==> config.mk <==
export PLATFORM = sky130hd
export DESIGN_NAME = pipelined_mac
export DESIGN_NICKNAME = d
export VERILOG_FILES = /design/src/rtl/mac_pkg.sv /design/src/rtl/mac_control.sv /design/src/rtl/mac_datapath.sv /design/src/rtl/pipelined_mac.sv
export SDC_FILE = /design/constraint.sdc
export NUM_CORES = 1
export LEC_CHECK = 0
export CAP_MARGIN = 20
export CORE_AREA = 5 5 134 264
export CTS_BUF_LIST = sky130_fd_sc_hd__clkbuf_8
export DETAILED_ROUTE_END_ITERATION = 8
export DIE_AREA = 0 0 139 269
export DONT_BUFFER_PORTS = 1
export PLACE_DENSITY = 0.67
export SLEW_MARGIN = 0
export SYNTH_ARGS = -nofsm -noshare
export SYNTH_HDL_FRONTEND = slang
export SYNTH_SLANG_ARGS = --single-unit
==> constraint.sdc <==
create_clock -name clk -period 7.1 [get_ports clk]
set_clock_uncertainty 0.1 [all_clocks]
set_input_delay 1.065 -clock clk [delete_from_list [all_inputs] [get_ports clk]]
set_output_delay 1.065 -clock clk [all_outputs]
set_load 0.01 [all_outputs]
==> src/rtl/mac_pkg.sv <==
package mac_pkg;
  // Default geometry of the unit
  parameter int unsigned DEF_OP_W    = 16;
  parameter int unsigned DEF_GUARD_W = 8;
  parameter int unsigned DEF_MUL_LAT = 3;

  // Strobes from the control path into the datapath, aligned to the
  // cycle in which a product leaves the last multiplier stage.
  typedef struct packed {
    logic addEn;     // product at the pipe end belongs to a valid pair
    logic clearSum;  // that product opens a new sequence
  } macStrobe_t;
endpackage

==> src/rtl/mac_control.sv <==
module mac_control #(
  parameter int unsigned MUL_LAT = mac_pkg::DEF_MUL_LAT
) (
  input  logic                clk,
  input  logic                rst,
  input  logic                inValid,
  input  logic                inStart,
  input  logic                inLast,
  output mac_pkg::macStrobe_t strobes,
  output logic                resValid
);
  import mac_pkg::*;

  // Flags are qualified by the valid strobe before entering the delay line,
  // so bubble-cycle markers are dropped at the door.
  logic [MUL_LAT-1:0] vldSr;
  logic [MUL_LAT-1:0] startSr;
  logic [MUL_LAT-1:0] lastSr;
  logic               resValidQ;

  always_ff @(posedge clk) begin
    if (rst) begin
      vldSr   <= '0;
      startSr <= '0;
      lastSr  <= '0;
    end else begin
      vldSr   <= {vldSr[MUL_LAT-2:0],   inValid};
      startSr <= {startSr[MUL_LAT-2:0], inValid & inStart};
      lastSr  <= {lastSr[MUL_LAT-2:0],  inValid & inLast};
    end
  end

  always_comb begin
    strobes.addEn    = vldSr[MUL_LAT-1];
    strobes.clearSum = startSr[MUL_LAT-1];
  end

  // The sum updates on the edge after the product leaves the multiplier;
  // the result flag is registered on that same edge.
  always_ff @(posedge clk) begin
    if (rst) resValidQ <= 1'b0;
    else     resValidQ <= lastSr[MUL_LAT-1];
  end

  assign resValid = resValidQ;
endmodule

==> src/rtl/mac_datapath.sv <==
module mac_datapath #(
  parameter int unsigned OP_W    = mac_pkg::DEF_OP_W,
  parameter int unsigned GUARD_W = mac_pkg::DEF_GUARD_W,
  parameter int unsigned MUL_LAT = mac_pkg::DEF_MUL_LAT,
  localparam int unsigned PROD_W = 2 * OP_W,
  localparam int unsigned ACC_W  = PROD_W + GUARD_W
) (
  input  logic                clk,
  input  logic                rst,
  input  logic [OP_W-1:0]     opA,
  input  logic [OP_W-1:0]     opB,
  input  mac_pkg::macStrobe_t strobes,
  output logic [ACC_W-1:0]    accOut
);
  import mac_pkg::*;

  // Combinational signed multiply; the register chain behind it may be
  // retimed into the array by the implementation flow.
  logic signed [PROD_W-1:0] prodComb;
  logic signed [PROD_W-1:0] prodPipe [MUL_LAT];

  always_comb prodComb = $signed(opA) * $signed(opB);

  always_ff @(posedge clk) begin
    if (rst) prodPipe[0] <= '0;
    else     prodPipe[0] <= prodComb;
  end

  for (genvar s = 1; s < MUL_LAT; s++) begin : g_mulStage
    always_ff @(posedge clk) begin
      if (rst) prodPipe[s] <= '0;
      else     prodPipe[s] <= prodPipe[s-1];
    end
  end

  // Accumulator: one registered add; the old value is replaced by zero
  // when the arriving product opens a sequence.
  logic signed [ACC_W-1:0] prodExt;
  logic signed [ACC_W-1:0] sumBase;
  logic signed [ACC_W-1:0] sumQ;

  always_comb begin
    prodExt = {{GUARD_W{prodPipe[MUL_LAT-1][PROD_W-1]}}, prodPipe[MUL_LAT-1]};
    sumBase = strobes.clearSum ? '0 : sumQ;
  end

  always_ff @(posedge clk) begin
    if (rst)                sumQ <= '0;
    else if (strobes.addEn) sumQ <= sumBase + prodExt;
  end

  assign accOut = sumQ;
endmodule

==> src/rtl/pipelined_mac.sv <==
module pipelined_mac #(
  parameter int unsigned OP_W    = mac_pkg::DEF_OP_W,
  parameter int unsigned GUARD_W = mac_pkg::DEF_GUARD_W,
  parameter int unsigned MUL_LAT = mac_pkg::DEF_MUL_LAT,
  localparam int unsigned ACC_W  = 2 * OP_W + GUARD_W
) (
  input  logic             clk,
  input  logic             rst,
  input  logic             inValid,
  input  logic             inStart,
  input  logic             inLast,
  input  logic [OP_W-1:0]  opA,
  input  logic [OP_W-1:0]  opB,
  output logic [ACC_W-1:0] accOut,
  output logic             resValid
);
  import mac_pkg::*;

  macStrobe_t strobes;

  mac_control #(.MUL_LAT(MUL_LAT)) u_ctrl (
    .clk      (clk),
    .rst      (rst),
    .inValid  (inValid),
    .inStart  (inStart),
    .inLast   (inLast),
    .strobes  (strobes),
    .resValid (resValid)
  );

  mac_datapath #(.OP_W(OP_W), .GUARD_W(GUARD_W), .MUL_LAT(MUL_LAT)) u_dp (
    .clk     (clk),
    .rst     (rst),
    .opA     (opA),
    .opB     (opB),
    .strobes (strobes),
    .accOut  (accOut)
  );
endmodule

After elaboration in Yosys (flattened, before gate mapping)

Memory sizes are Yosys's and may differ from the RTL's.
Index checks and enable logic that the tools add are counted.
W data, S select, Z words.

Bits in registers: 50
Word-level logic and storage cells: 20
Input bits: 37
Memories kept: 1
RAM bits: 96
Output and inout port bits: 41

Memories:

| name          | words | width | rd ports | clocked after Yosys merged registers in | write ports | line               | source |
|---|---|---|---|---|---|---|---|
| u_dp.prodPipe | 3     | 32    | 3        | 0                                       | 3           | mac_datapath.sv:20 | `logic signed [PROD_W-1:0] prodPipe [MUL_LAT];` |

$add $sub $neg: 1
Multipliers: 1
Bitwise logic cells: 5
Multiplexer cells: 7

Operator list:

| operator         | number |
|---|---|
| $mux W32         | 3 |
| $add A40 B32 Y40 | 1 |
| $mux W40         | 1 |
| $mul A16 B16 Y32 | 1 |
| $mux W1          | 3 |
| $or A1 B1 Y1     | 3 |
| $and A1 B1 Y1    | 2 |

Logic depth before layout (Yosys ltp)

Gate-level depths: netlist of the first run.

Depth in word-level cells: 3
Depth in mapped cells: 23
Depth with buffers taken out: 22

Modules after synthesis

From an unflattened synthesis of the first run, not the netlist that was laid out.

Cells, all modules: 1720
Area, all modules: 16044.1 sq um

Modules (own cells, without submodules):

| module       | instances | cells an instance | area an instance (sq um) | sequential area each (sq um) |
|---|---|---|---|---|
| mac_datapath | 1         | 1698              | 15738.8                  | 2722.6 |
| mac_control  | 1         | 22                | 305.3                    | 200.2 |

Worst setup path before layout of the first run

Ideal clock, no wire load.

Kind: input to register
Start: in opB[7]
End: mem u_dp.prodPipe[0][28] in the netlist's numbering
Data required time: 6.885 ns
Cell stages on the path: 23
Path slack: 0.023 ns
Data arrival time: 6.861 ns
Buffers on the path: 1
Library setup time: 0.115 ns
Cell sequence: clkbuf_1 > nand2_1 > fa_1 > inv_1 > fa_1 > inv_1 > fa_1 > inv_1 > fa_1 > fa_1 > inv_1 > fa_1 > inv_1 > ha_1 > a21o_1 > a221oi_1 > o21ai_1 > a21o_1 > a211oi_1 > a31oi_1 > and4_1 > or4_1 > and3_1

RTL lines:

| what               | line                | source |
|---|---|---|
| start: declaration | pipelined_mac.sv:13 | `input logic [OP_W-1:0] opB,` |
| end: declaration   | mac_datapath.sv:20  |  |

==> results of run 1 <==
[cell usage after synthesis (3+ instances only)]
| cell type | instances | share of area [%] |
|---|---|---|
| o221ai_1 | 3 | 0.16 |
| nand2b_1 | 9 | 0.35 |
| buf_1 | 3 | 0.069 |
| a21oi_1 | 68 | 2.1 |
| dfxtp_1 | 146 | 18 |
| nand4_1 | 7 | 0.27 |
| nor3b_1 | 3 | 0.14 |
| mux2i_1 | 12 | 0.74 |
| or4_1 | 4 | 0.18 |
| ha_1 | 121 | 9.3 |
| clkbuf_1 | 66 | 1.5 |
| and3_1 | 13 | 0.50 |
| or2_2 | 3 | 0.12 |
| a21o_1 | 28 | 1.3 |
| a211oi_1 | 18 | 0.83 |
| fa_1 | 263 | 32 |
| a211o_1 | 3 | 0.16 |
| mux2_2 | 3 | 0.21 |
| xor2_1 | 17 | 0.91 |
| and2_1 | 130 | 5.0 |
| or3_1 | 7 | 0.27 |
| nand3b_1 | 3 | 0.14 |
| o22ai_1 | 7 | 0.27 |
| a21boi_0 | 6 | 0.28 |
| o21a_1 | 7 | 0.32 |
| inv_1 | 302 | 7.0 |
| o21ai_0 | 25 | 0.77 |
| nor2b_1 | 125 | 4.8 |
| nor3_1 | 16 | 0.49 |
| nand3_1 | 14 | 0.43 |
| o211ai_1 | 9 | 0.41 |
| nand2_1 | 169 | 3.9 |
| a2111oi_0 | 3 | 0.16 |
| o21bai_1 | 5 | 0.23 |
| xnor2_1 | 36 | 1.9 |
| a31oi_1 | 8 | 0.31 |
| o21ai_1 | 3 | 0.092 |
| nor2_1 | 94 | 2.2 |
[sequential cells by signal, indices dropped and copies added, names as in the netlist]
register and cells:
u_dp.prodPipe 96, u_dp.accOut 40, u_ctrl.lastSr 3, u_ctrl.startSr 3
u_ctrl.vldSr 3, u_ctrl.resValid 1
[final timing paths]
kind,start,endpoint,depth (start not counted)
hold / removal,u_dp.prodPipe[1][15]$_SDFF_PP0_,u_dp.prodPipe[2][15]$_SDFF_PP0_,1
setup / recovery,opB[4],u_dp.prodPipe[0][28]$_SDFF_PP0_,22
hold reg to reg,u_dp.prodPipe[1][15]$_SDFF_PP0_,u_dp.prodPipe[2][15]$_SDFF_PP0_,1
setup reg to reg,u_ctrl.startSr[2]$_SDFF_PP0_,u_dp.accOut[39]$_SDFFE_PP0P_,14
[metal layers]
metal	share of wire, %	vias up
met1	38	5674
li1	-	5510
met2	54	243
met3	3.5	78
met5	0	-
met4	4.1	0
[stage by stage]
stage / instances / area, sq um / TNS, ns
floorplan: 1792 / 16290 / 0
global placement: 2171 / 16670 / 0
detailed placement: 2171 / 16670 / -0.03731
CTS: 2203 / 17070 / 0
global route: 2203 / 17070 / 0
finish: 2203 / 17070 / 0
[final cells by class]
cell class,instances,share of cell area [%]
Multi-Input combinational cell,1273,70.09
Sequential cell,146,17.13
Inverter,303,6.663
Tap cell,436,3.196
Clock buffer,19,1.532
Clock inverter,13,0.8137
Timing Repair Buffer,13,0.5718
[critical path, cell delays in order]
cell and delay, ns:
and2_1 0.16, fa_1 0.53, inv_1 0.05, fa_1 0.45, fa_1 0.51, inv_1 0.05, fa_1 0.51, fa_1 0.49
inv_1 0.05, fa_1 0.52, inv_1 0.06, ha_1 0.30, and3_1 0.23, a221oi_1 0.23, o21ai_1 0.13, a21o_1 0.19
a211oi_1 0.27, buf_4 0.18, a31oi_1 0.09, and4_1 0.23, or4_1 0.45, and3_1 0.18
[cell families (layout without fill, tap and decap cells)]
group	Yosys count	count (layout)	synth area share, %
simple gates	604	604	19.09
fa+ha+maj	384	384	41.60
buf+inv	373	348	8.639
compound gates	216	216	8.846
flops	146	146	17.94
xor+xnor	53	53	2.849
mux	16	16	1.037
==> results, run 1 <==
- For this block, the initial DRC count from the detailed router was around 540.
- The final-layout worst hold slack is 0.3364 ns.
- The type of destination of the critical path is a flip-flop.
- The multi-input combinational cells in the finished layout cover a total of 11960 sq um.
- Of all flip-flops after synthesis, the portion carrying an async set or reset was 0%.
- In this run, post-CTS hold repair placed 0 buffers.
- Across all register-to-register paths, the minimum setup slack is 2.39 ns.
- The final core area utilization is 51.29%.
- The number of design rule violations left after detail routing is 0.
- The number of global-route vias before repair is 12200.
- Compared with the post-synthesis result, the final layout area differs by 4.753%.
- The number of antenna violations at the first check in global routing is 0.
- The fraction of final layout cells sized beyond drive strength 1 is roughly 3.6%.
- Once detail routing completed, the nets flagged for antenna violations numbered 0.
- The maximum number of pins on one net before global-route repair is 153.
- The overall die area is 37390 sq um.
- The post-CTS setup buffer count is 0.
- Port buffering added 0 buffers.
- Summing over every cut layer, the via total after detailed routing is 11510.
- The number of ports placed on the die boundary is 78.
- The total count of hold-check failures in the final report came to 0.
- The per-cell via count in the routed design is roughly 5.2.
- The core area is 33280 sq um.
- The count of yosys warnings during synthesis is 0.
- At the end of routability-driven placement, the weighted congestion stood at 0.8839.
- The global routing stage identified its most utilized layer as met2.
- The layout has 3192 filler cells.
- The critical path startpoint category is an input port.
- STA puts the critical path data arrival time at just under 7 ns.
- Setup repair after global routing left no endpoint under its margin.
- Before CTS, the worst setup slack after placement is -0.03731 ns.
- Global routing used 39.76% of the available met2 tracks.
- The number of synthesized flops with an enable pin is 0.
- The wire length of the first global-routing pass is 62370 um.
- Among all flip-flop cells after synthesis, the most frequent one is dfxtp_1.
- Buffers inserted during clock tree synthesis total 17.
- The worst pin sits at a relative slew slack of approximately two fifths.
- Dividing the detail-routed wire length by the instance count gives 17.11 um.
- The die is 269 um tall.
- Synthesis handed over a netlist of about 1800 instances.
- The total grt overflow is 0.
- For this design, the sink count on the clock tree is ~150.
- The required time reported for the critical path endpoint is 7.35 ns.
- TritonCTS built the clock tree.
- At the pin with the least slew margin, the transition time is 0.9300 ns.
- The first detailed-routing pass ran for 5 iterations.
- Counting flops and latches in the post-synthesis netlist gives 146.
- For this block, the routed nets add up to 37690 um of wire.
- The shortest period the worst path allows is 6.695 ns.
- The number of levels in the clock H-tree is 4.
- The initial core utilization is 48.96%.
- Setup violations remaining at the end of the flow were counted as 0.
- The clock slew at the register clock pins of the worst setup and hold paths is 0.09 ns.
- Of the synthesized area, sequential elements account for between 10% and 20%.
- Max-cap violations in this run came to 0.
- The initialized floorplan defines 95 standard-cell rows.
- The placed wire-length estimate is 30140 um.
- The diode insertion count for antenna repair is 0.
- At the later pin of the worst-skew pair, clock insertion delay measures 0.45 ns.
- The global-route track usage on met1 is approximately a quarter.
- In this run, distinct cell masters in the synthesized netlist total 63.
- The timing-limited maximum frequency is 0.1494 GHz.
- Dividing the final minimum period by the clock period gives 94.29%.
- The max-slew violation count was 0.
- The worst path meets setup with 0.4051 ns of slack.
- The global routing usage on met3 is 2.786%.
- The count of cells resized by post-cts repair is 0.
- After synthesis the cells add up to ~16000 sq um.
- When the netlist entered floorplanning its net count stood at 2213.
- At the end of the flow, the number of nets in the layout was 2175.
- Leaving out fill and tap cells, the most frequent cells in the layout are inv_1 (302), fa_1 (263), nand2_1 (169).
- The run finished with clean final reports.
- The type of the setup path with the least slack is input port to flip-flop.
- CTS placed an instance of clkbuf_8 at the clock tree root.
- The largest fanout on the critical path is 16.
- The overall track demand over capacity in global routing is 21.02%.
- The sequential cells in the finished layout cover a total of 2924 sq um.
- Leaving out fill and tap cells, the most frequent cell in the layout is inv_1.
- The largest buffer count on any clock path is 2.
- In this run the worst hold path is classified as flip-flop to flip-flop.
- After synthesis, the mean cell area works out to a little over 9 sq um.
- The die is roughly 140 um wide.
Power of run 1 is not shown: default switching activity piles up to over one toggle a cycle in this logic, so the estimate is an artifact.
==> run 2: changes to the inputs <==
==> constraint.sdc (replaced) <==
create_clock -name clk -period 5.9 [get_ports clk]
set_clock_uncertainty 0.1 [all_clocks]
set_input_delay 0.885 -clock clk [delete_from_list [all_inputs] [get_ports clk]]
set_output_delay 0.885 -clock clk [all_outputs]
set_load 0.01 [all_outputs]
==> run 2 against run 1 <==
Compared with the run above: the flow now finishes with violations (setup timing); global-route usage grew 0.64 points; setup slack lost 0.69 ns; via count grew 2.7%; critical path type unchanged.
==> results, run 2 (synthesized netlist as in run 1, its figures left out) <==
- Based on the critical path, the design can be clocked at up to around 0.16 GHz.
- The number of design rule violations left after detail routing is 0.
- Setup repair after global routing could not meet its margin everywhere.
- The number of global-route vias before repair was 12820.
- The top cell types in the final layout, fill and taps aside, are inv_1 (298), fa_1 (258), nand2_1 (167).
- From left edge to right edge, the die measures roughly 140 um.
- The smallest setup slack after layout is -0.2878 ns.
- The total count of hold-check failures in the final report was 0.
- After global routing the overflow that remains totals 0.
- The register with the most flip-flops is u_dp.prodPipe.
- The most common cell after layout, fill and taps aside is inv_1.
- The port buffer count is 0.
- The number of antenna violations at the first check in global routing is 1.
- Across every metal layer, demand over resource in global routing totals 21.66%.
- Data on the critical path arrives at its endpoint at 6.43 ns.
- The final layout contains routed wiring with a total length of slightly below 40000 um.
- The placer congestion estimate is around 0.86.
- The worst reg-to-reg path cell count is 12.
- The initial core utilization is roughly half.
- The number of cells in the finished layout apart from fillers is between 2000 and 2500.
- The CTS buffer count is 17.
- The destination of the critical timing path is u_dp.prodPipe[0][28]$_SDFF_PP0_.
- Relative to the synthesized area, the layout overhead comes to 8.562%.
- The fraction of final layout cells sized beyond drive strength 1 is around 8.9%.
- The source of the worst hold timing path is u_dp.prodPipe[0][3]$_SDFF_PP0_.
- The largest fanout on the critical path is 16.
- For this block, the via count after detailed routing is 11810.
- Timing analysis after detailed placement gives a worst setup slack of -0.8128 ns.
- The clock latency on the worst-skew pair is 0.45 ns.
- The flow ran to the end, but the final reports show violations.
- The worst setup path is launched from an input port.
- The average wire length per cell after detail routing is 17.05 um.
- The number of fill cells in the layout is 3144.
- The number of iterations in the first detailed-routing pass is 5.
- The max-slew violation count is 0.
- The minimum setup slack among reg-to-reg paths is 1.59 ns.
- Detailed placement ended at an HPWL of 30600 um.
- The CTS root buffer is clkbuf_8.
- The shortest period the worst path allows is 6.188 ns.
- The reg-to-reg critical path endpoint is u_dp.accOut[39]$_SDFFE_PP0P_.
- The first global-routing pass estimated 64570 um of wire.
- After floorplanning, the core was divided into between 90 and 100 placement rows.
- The most critical setup path has its startpoint at opB[10].
- The clock slew at the register clock pins of the worst setup and hold paths is around 0.09 ns.
- For this design, the sink count on the clock tree is 146.
- Max-cap violations in this run came to 0.
- The launch instance of the worst register-to-register path is u_ctrl.startSr[2]$_SDFF_PP0_.
- The transition time at the pin with the least slew margin is 0.6607 ns.
- The overall die area is 37390 sq um.
- The total number of nets in the final design is 2234.
- The worst setup path is of the input port to flip-flop kind.
- The number of levels in the clock H-tree is 4.
- The min-delay analysis places its worst path in the category flip-flop to flip-flop.
- The clock passes through at most 2 buffers.
- The antenna violation net count after detailed routing is 0.
- The vertical die dimension is 269 um.
- After floorplanning, the core was sized to cover between 30000 and 40000 sq um.
- For this block, the initial DRC count from the detailed router was between 500 and 600.
- After detailed routing, the number of vias per cell comes to 5.221.
- The register with the most flip-flops in the layout has 96 of them.
- Once placement completed, the tool counted placed cells totaling 2229.
- TritonCTS built the clock tree.
- The worst pin sits at a relative slew slack of between 50 and 60%.
- For the worst setup path, the data required time is approximately 6 ns.
- STA classifies the critical path endpoint as a flip-flop.
- Dividing the final minimum period by the clock period gives 104.9%.
- The number of antenna diodes in the final layout is 0.
- The maximum number of pins on one net before global-route repair is 153.
- In this run the count of I/O pins placed on the die edge is between 70 and 80.
- The checks that failed: setup timing.
- Setup violations remaining at the end of the flow were counted as 6.
==> run 2: worst min path at each step <==
stage,end,slack (ns),cells past startpoint
CTS,u_dp.prodPipe[1][3]$_SDFF_PP0_,0.34,1
detailed placement,u_ctrl.vldSr[2]$_SDFF_PP0_,0.32,1
finish,u_dp.prodPipe[1][3]$_SDFF_PP0_,0.33,1
global route,u_ctrl.vldSr[2]$_SDFF_PP0_,0.35,1
floorplan,u_ctrl.lastSr[1]$_SDFF_PP0_,0.31,1
global placement,u_ctrl.vldSr[2]$_SDFF_PP0_,0.32,1
==> run 2: layout make-up <==
cell class / instances / area, sq um / area share (%)
inverters: 303 / 1137 / 6.429
flip-flops and latches: 146 / 2924 / 16.53
clock inverters: 15 / 123.9 / 0.7002
repair buffers: 72 / 544.3 / 3.077
clock buffers: 17 / 234.0 / 1.323
multi-input cells: 1273 / 12180 / 68.86
well taps: 436 / 545.5 / 3.084
==> run 2: worst max-delay path, cell delays in order <==
cell,delay [ns]
and2_4,0.14
fa_1,0.54
inv_2,0.04
fa_1,0.53
inv_1,0.05
fa_1,0.51
fa_1,0.44
fa_1,0.51
inv_2,0.04
fa_1,0.49
inv_2,0.04
ha_4,0.21
a21o_1,0.18
a221oi_2,0.29
o21ai_2,0.11
a21o_1,0.19
a211oi_2,0.27
a31oi_1,0.15
and4_1,0.17
or4_1,0.45
and3_1,0.18
==> run 2: through the flow <==
step           hold WS, ns  util [%]  area [sq um]  setup TNS (ns)
3_3_place_gp        0.3160     51.85         17260          -6.602
3_5_place_dp        0.3222     51.85         17260          -6.680
5_1_grt             0.3488     53.15         17690          -2.079
2_1_floorplan       0.3138         -         16560          -1.769
6_report            0.3329     53.15         17690         -0.8079
4_1_cts             0.3386     53.06         17660         -0.7656
==> run 2: repair_timing <==
| item | CTS | global route |
|---|---|---|
| pin swaps | 15 | 9 |
| gates resized for setup | 9 | 10 |
| hold buffers | 0 | 0 |
| buffers inserted | 3 | 0 |
| endpoints found under the hold margin | 0 | 0 |
| cloned | 0 | 0 |
| endpoints found under the setup margin | 8 | 10 |
==> run 2: layer usage <==
| metal | up-vias | GRT usage (%) | share of wire [%] |
|---|---|---|---|
| li1 | 5629 | - | - |
| met3 | 95 | 2.591 | 2.9 |
| met4 | 0 | 9.688 | 4.9 |
| met5 | - | 0 | 0 |
| met1 | 5857 | 23.98 | 37 |
| met2 | 230 | 41.30 | 55 |
Power of run 2 is left out for the same reason.
==> run 3: changes to the inputs <==
--- a/config.mk
+++ b/config.mk
@@ -5,13 +5,13 @@
 export SDC_FILE = /design/constraint.sdc
 export NUM_CORES = 1
 export LEC_CHECK = 0
+export BUFFER_PORTS_ARGS = -buffer_cell sky130_fd_sc_hd__buf_2
 export CAP_MARGIN = 20
 export CORE_AREA = 5 5 134 264
 export CTS_BUF_LIST = sky130_fd_sc_hd__clkbuf_8
 export DETAILED_ROUTE_END_ITERATION = 8
 export DIE_AREA = 0 0 139 269
-export DONT_BUFFER_PORTS = 1
-export PLACE_DENSITY = 0.67
+export PLACE_DENSITY = 0.66
 export SLEW_MARGIN = 0
 export SYNTH_ARGS = -nofsm -noshare
 export SYNTH_HDL_FRONTEND = slang
==> constraint.sdc (replaced) <==
create_clock -name clk -period 6.7 [get_ports clk]
set_clock_uncertainty 0.1 [all_clocks]
set_input_delay 1.005 -clock clk [delete_from_list [all_inputs] [get_ports clk]]
set_output_delay 1.005 -clock clk [all_outputs]
set_load 0.01 [all_outputs]
==> run 3 against run 2 <==
Compared with the run above: the run now ends clean; setup slack improved by 0.49 ns; sequential cell count did not move; register-to-register slack gained 0.69 ns; sequential share of layout area down 0.56 points; worst hold slack worse by 0.0019 ns; global-route usage decreased by 0.83 points; final cell count rose by 5.3%.
==> results, run 3 (synthesized netlist as in run 1, its figures left out) <==
- The flow ran to the end, and the final reports show no timing, DRC or antenna violations.
- The clock passes through at most 2 buffers.
- The initial utilization of the core area, before any placement, comes to 48.96%.
- The cell area after layout is ~18000 sq um.
- The timing-limited maximum frequency is 0.1538 GHz.
- Summing over every cut layer, the via total after detailed routing is 12190.
- The largest fanout on the critical path is 8.
- The path class of the tightest hold or removal check is flip-flop to flip-flop.
- u_dp.prodPipe holds more flip-flops than any other register.
- The count of cells resized by post-cts repair is 0.
- The max-slew violation count is 0.
- The vertical die dimension is 269 um.
- After the first detailed-routing iteration, the DRC count stood at 561.
- The average wire length per cell after detail routing is around 16 um.
- The minimum setup slack among reg-to-reg paths is 2.28 ns.
- The standard-cell row count is 95.
- The flip-flop count of the largest register after layout is 96.
- The fraction of final layout cells sized beyond drive strength 1 is roughly an eighth.
- At the worst endpoint, the required time is 6.95 ns.
- The maximum number of pins on one net before global-route repair is between 80 and 90.
- After layout, the worst path uses 97.02% of the clock period.
- The routed design has 37360 um of wire.
- For this run, the post-layout net count is 2352.
- The per-cell via count in the routed design is 5.118.
- TritonCTS built the clock tree.
- The most critical setup path has its endpoint at u_dp.prodPipe[0][28]$_SDFF_PP0_.
- In this run the critical register-to-register path is launched from u_ctrl.startSr[2]$_SDFF_PP0_.
- The first detailed-routing pass ran for 5 iterations.
- The number of max-cap violations is 0.
- The signal arrival time at the worst endpoint is 6.75 ns.
- The port buffer count is 77.
- The number of design rule violations left after detail routing is 0.
- The first global-routing pass estimated between 60000 and 70000 um of wire.
- Setup repair after global routing could not meet its margin everywhere.
- Measured in cells, the most critical reg-to-reg path has a length of 14.
- The CTS buffer count is 17.
- The number of antenna violations at the first check in global routing is 3.
- Clock-pin slew was measured on the worst setup and hold paths at 0.08 ns.
- The source of the worst hold timing path is u_dp.prodPipe[1][7]$_SDFF_PP0_.
- The type of the setup path with the least slack is input port to flip-flop.
- The region available for standard cell placement spans 33280 sq um.
- The overall track demand over capacity in global routing is between 20% and 30%.
- Detailed placement finished with a half-perimeter wire length of 31570 um.
- The count of clock tree sinks is 146.
- Setup violations remaining at the end of the flow were counted as 0.
- The transition time at the pin with the least slew margin is 0.8096 ns.
- The reg-to-reg critical path endpoint is u_dp.accOut[39]$_SDFFE_PP0P_.
- The detail route stage leaves a number of antenna-violating nets equal to 0.
- In this run the horizontal extent of the chip is roughly 140 um.
- The CTS root buffer is clkbuf_8.
- The worst setup path is captured at a flip-flop.
- In this run, post-CTS hold repair placed 0 buffers.
- The shortest period the worst path allows is ~6.5 ns.
- In the layout the commonest cells are inv_1 (303), fa_1 (261), nand2_1 (169).
- The most critical setup path has its startpoint at opB[4].
- For the worst-skew pair, the clock arrives at the later sink with an insertion delay of 0.45 ns.
- The number of ports placed on the die boundary is 78.
- Buffers added to address setup during post-CTS repair amount to 0.
- The headroom to the max-slew limit is 46.02%.
- The total count of hold-check failures in the final report is 0.
- The die covers 37390 sq um.
- Routability-driven placement finished with a final weighted congestion of roughly 0.91.
- The total grt overflow is 0.
- The area growth from synthesis to layout is 12.33%.
- The most common cell after layout, fill and taps aside is inv_1.
- The number of global-route vias before repair is 13150.
- The critical path startpoint category is an input port.
- Once placement finished, the instance area stood at 17860 sq um.
- The clock tree synthesis step divided the H-tree into 4 levels.
==> run 3: final cells by class <==
class	instances	area (sq um)
antenna	3	7.507
clock buffer	18	247.7
clock inverter	12	160.2
fill	3099	14980
inverter	303	1137
multi-input combinational	1273	12050
sequential	146	2923
tap	436	545.5
timing repair buffer	190	1236
==> run 3: layer usage <==
metal,part of all wire [%],GRT usage [%],vias up
met5,0,0,-
li1,-,-,5866
met3,2.3,2.343,73
met1,39,23.45,6049
met2,55,40.18,199
met4,3.7,7.729,0
==> run 3: worst min-delay path by stage <==
stage                                           end  cells after the start
floorplan               u_ctrl.lastSr[1]$_SDFF_PP0_                      1
finish               u_dp.prodPipe[2][7]$_SDFF_PP0_                      1
global placement         u_ctrl.vldSr[1]$_SDFF_PP0_                      1
CTS                  u_dp.prodPipe[2][7]$_SDFF_PP0_                      1
global route        u_dp.prodPipe[1][24]$_SDFF_PP0_                      1
detailed placement      u_ctrl.lastSr[2]$_SDFF_PP0_                      1
==> run 3: critical path, stage by stage <==
cell and delay, ns:
buf_2 0.14, buf_4 0.17, and2_1 0.16, fa_1 0.54
inv_1 0.05, fa_1 0.40, fa_1 0.55, inv_1 0.06
fa_1 0.51, fa_1 0.50, inv_1 0.05, fa_1 0.47
inv_1 0.05, ha_1 0.30, and3_1 0.20, o2111a_1 0.16
a21o_1 0.22, a211oi_4 0.26, a31oi_1 0.15, and4_1 0.18
or4_1 0.45, and3_1 0.18
==> run 3: per-stage QoR <==
stage	TNS, ns	hold WS (ns)	worst slack (ns)	util (%)	instances
after floorplan	0	0.3138	0.008536	-	1792
after global placement	-1.717	0.3189	-0.3577	53.67	2348
after detailed placement	-1.820	0.3204	-0.3662	53.67	2348
after CTS	0	0.3369	0.08930	54.89	2378
after global routing	-0.04367	0.3533	-0.02863	55.00	2381
final	0	0.3311	0.1996	55.00	2381
Power of run 3 is left out for the same reason.
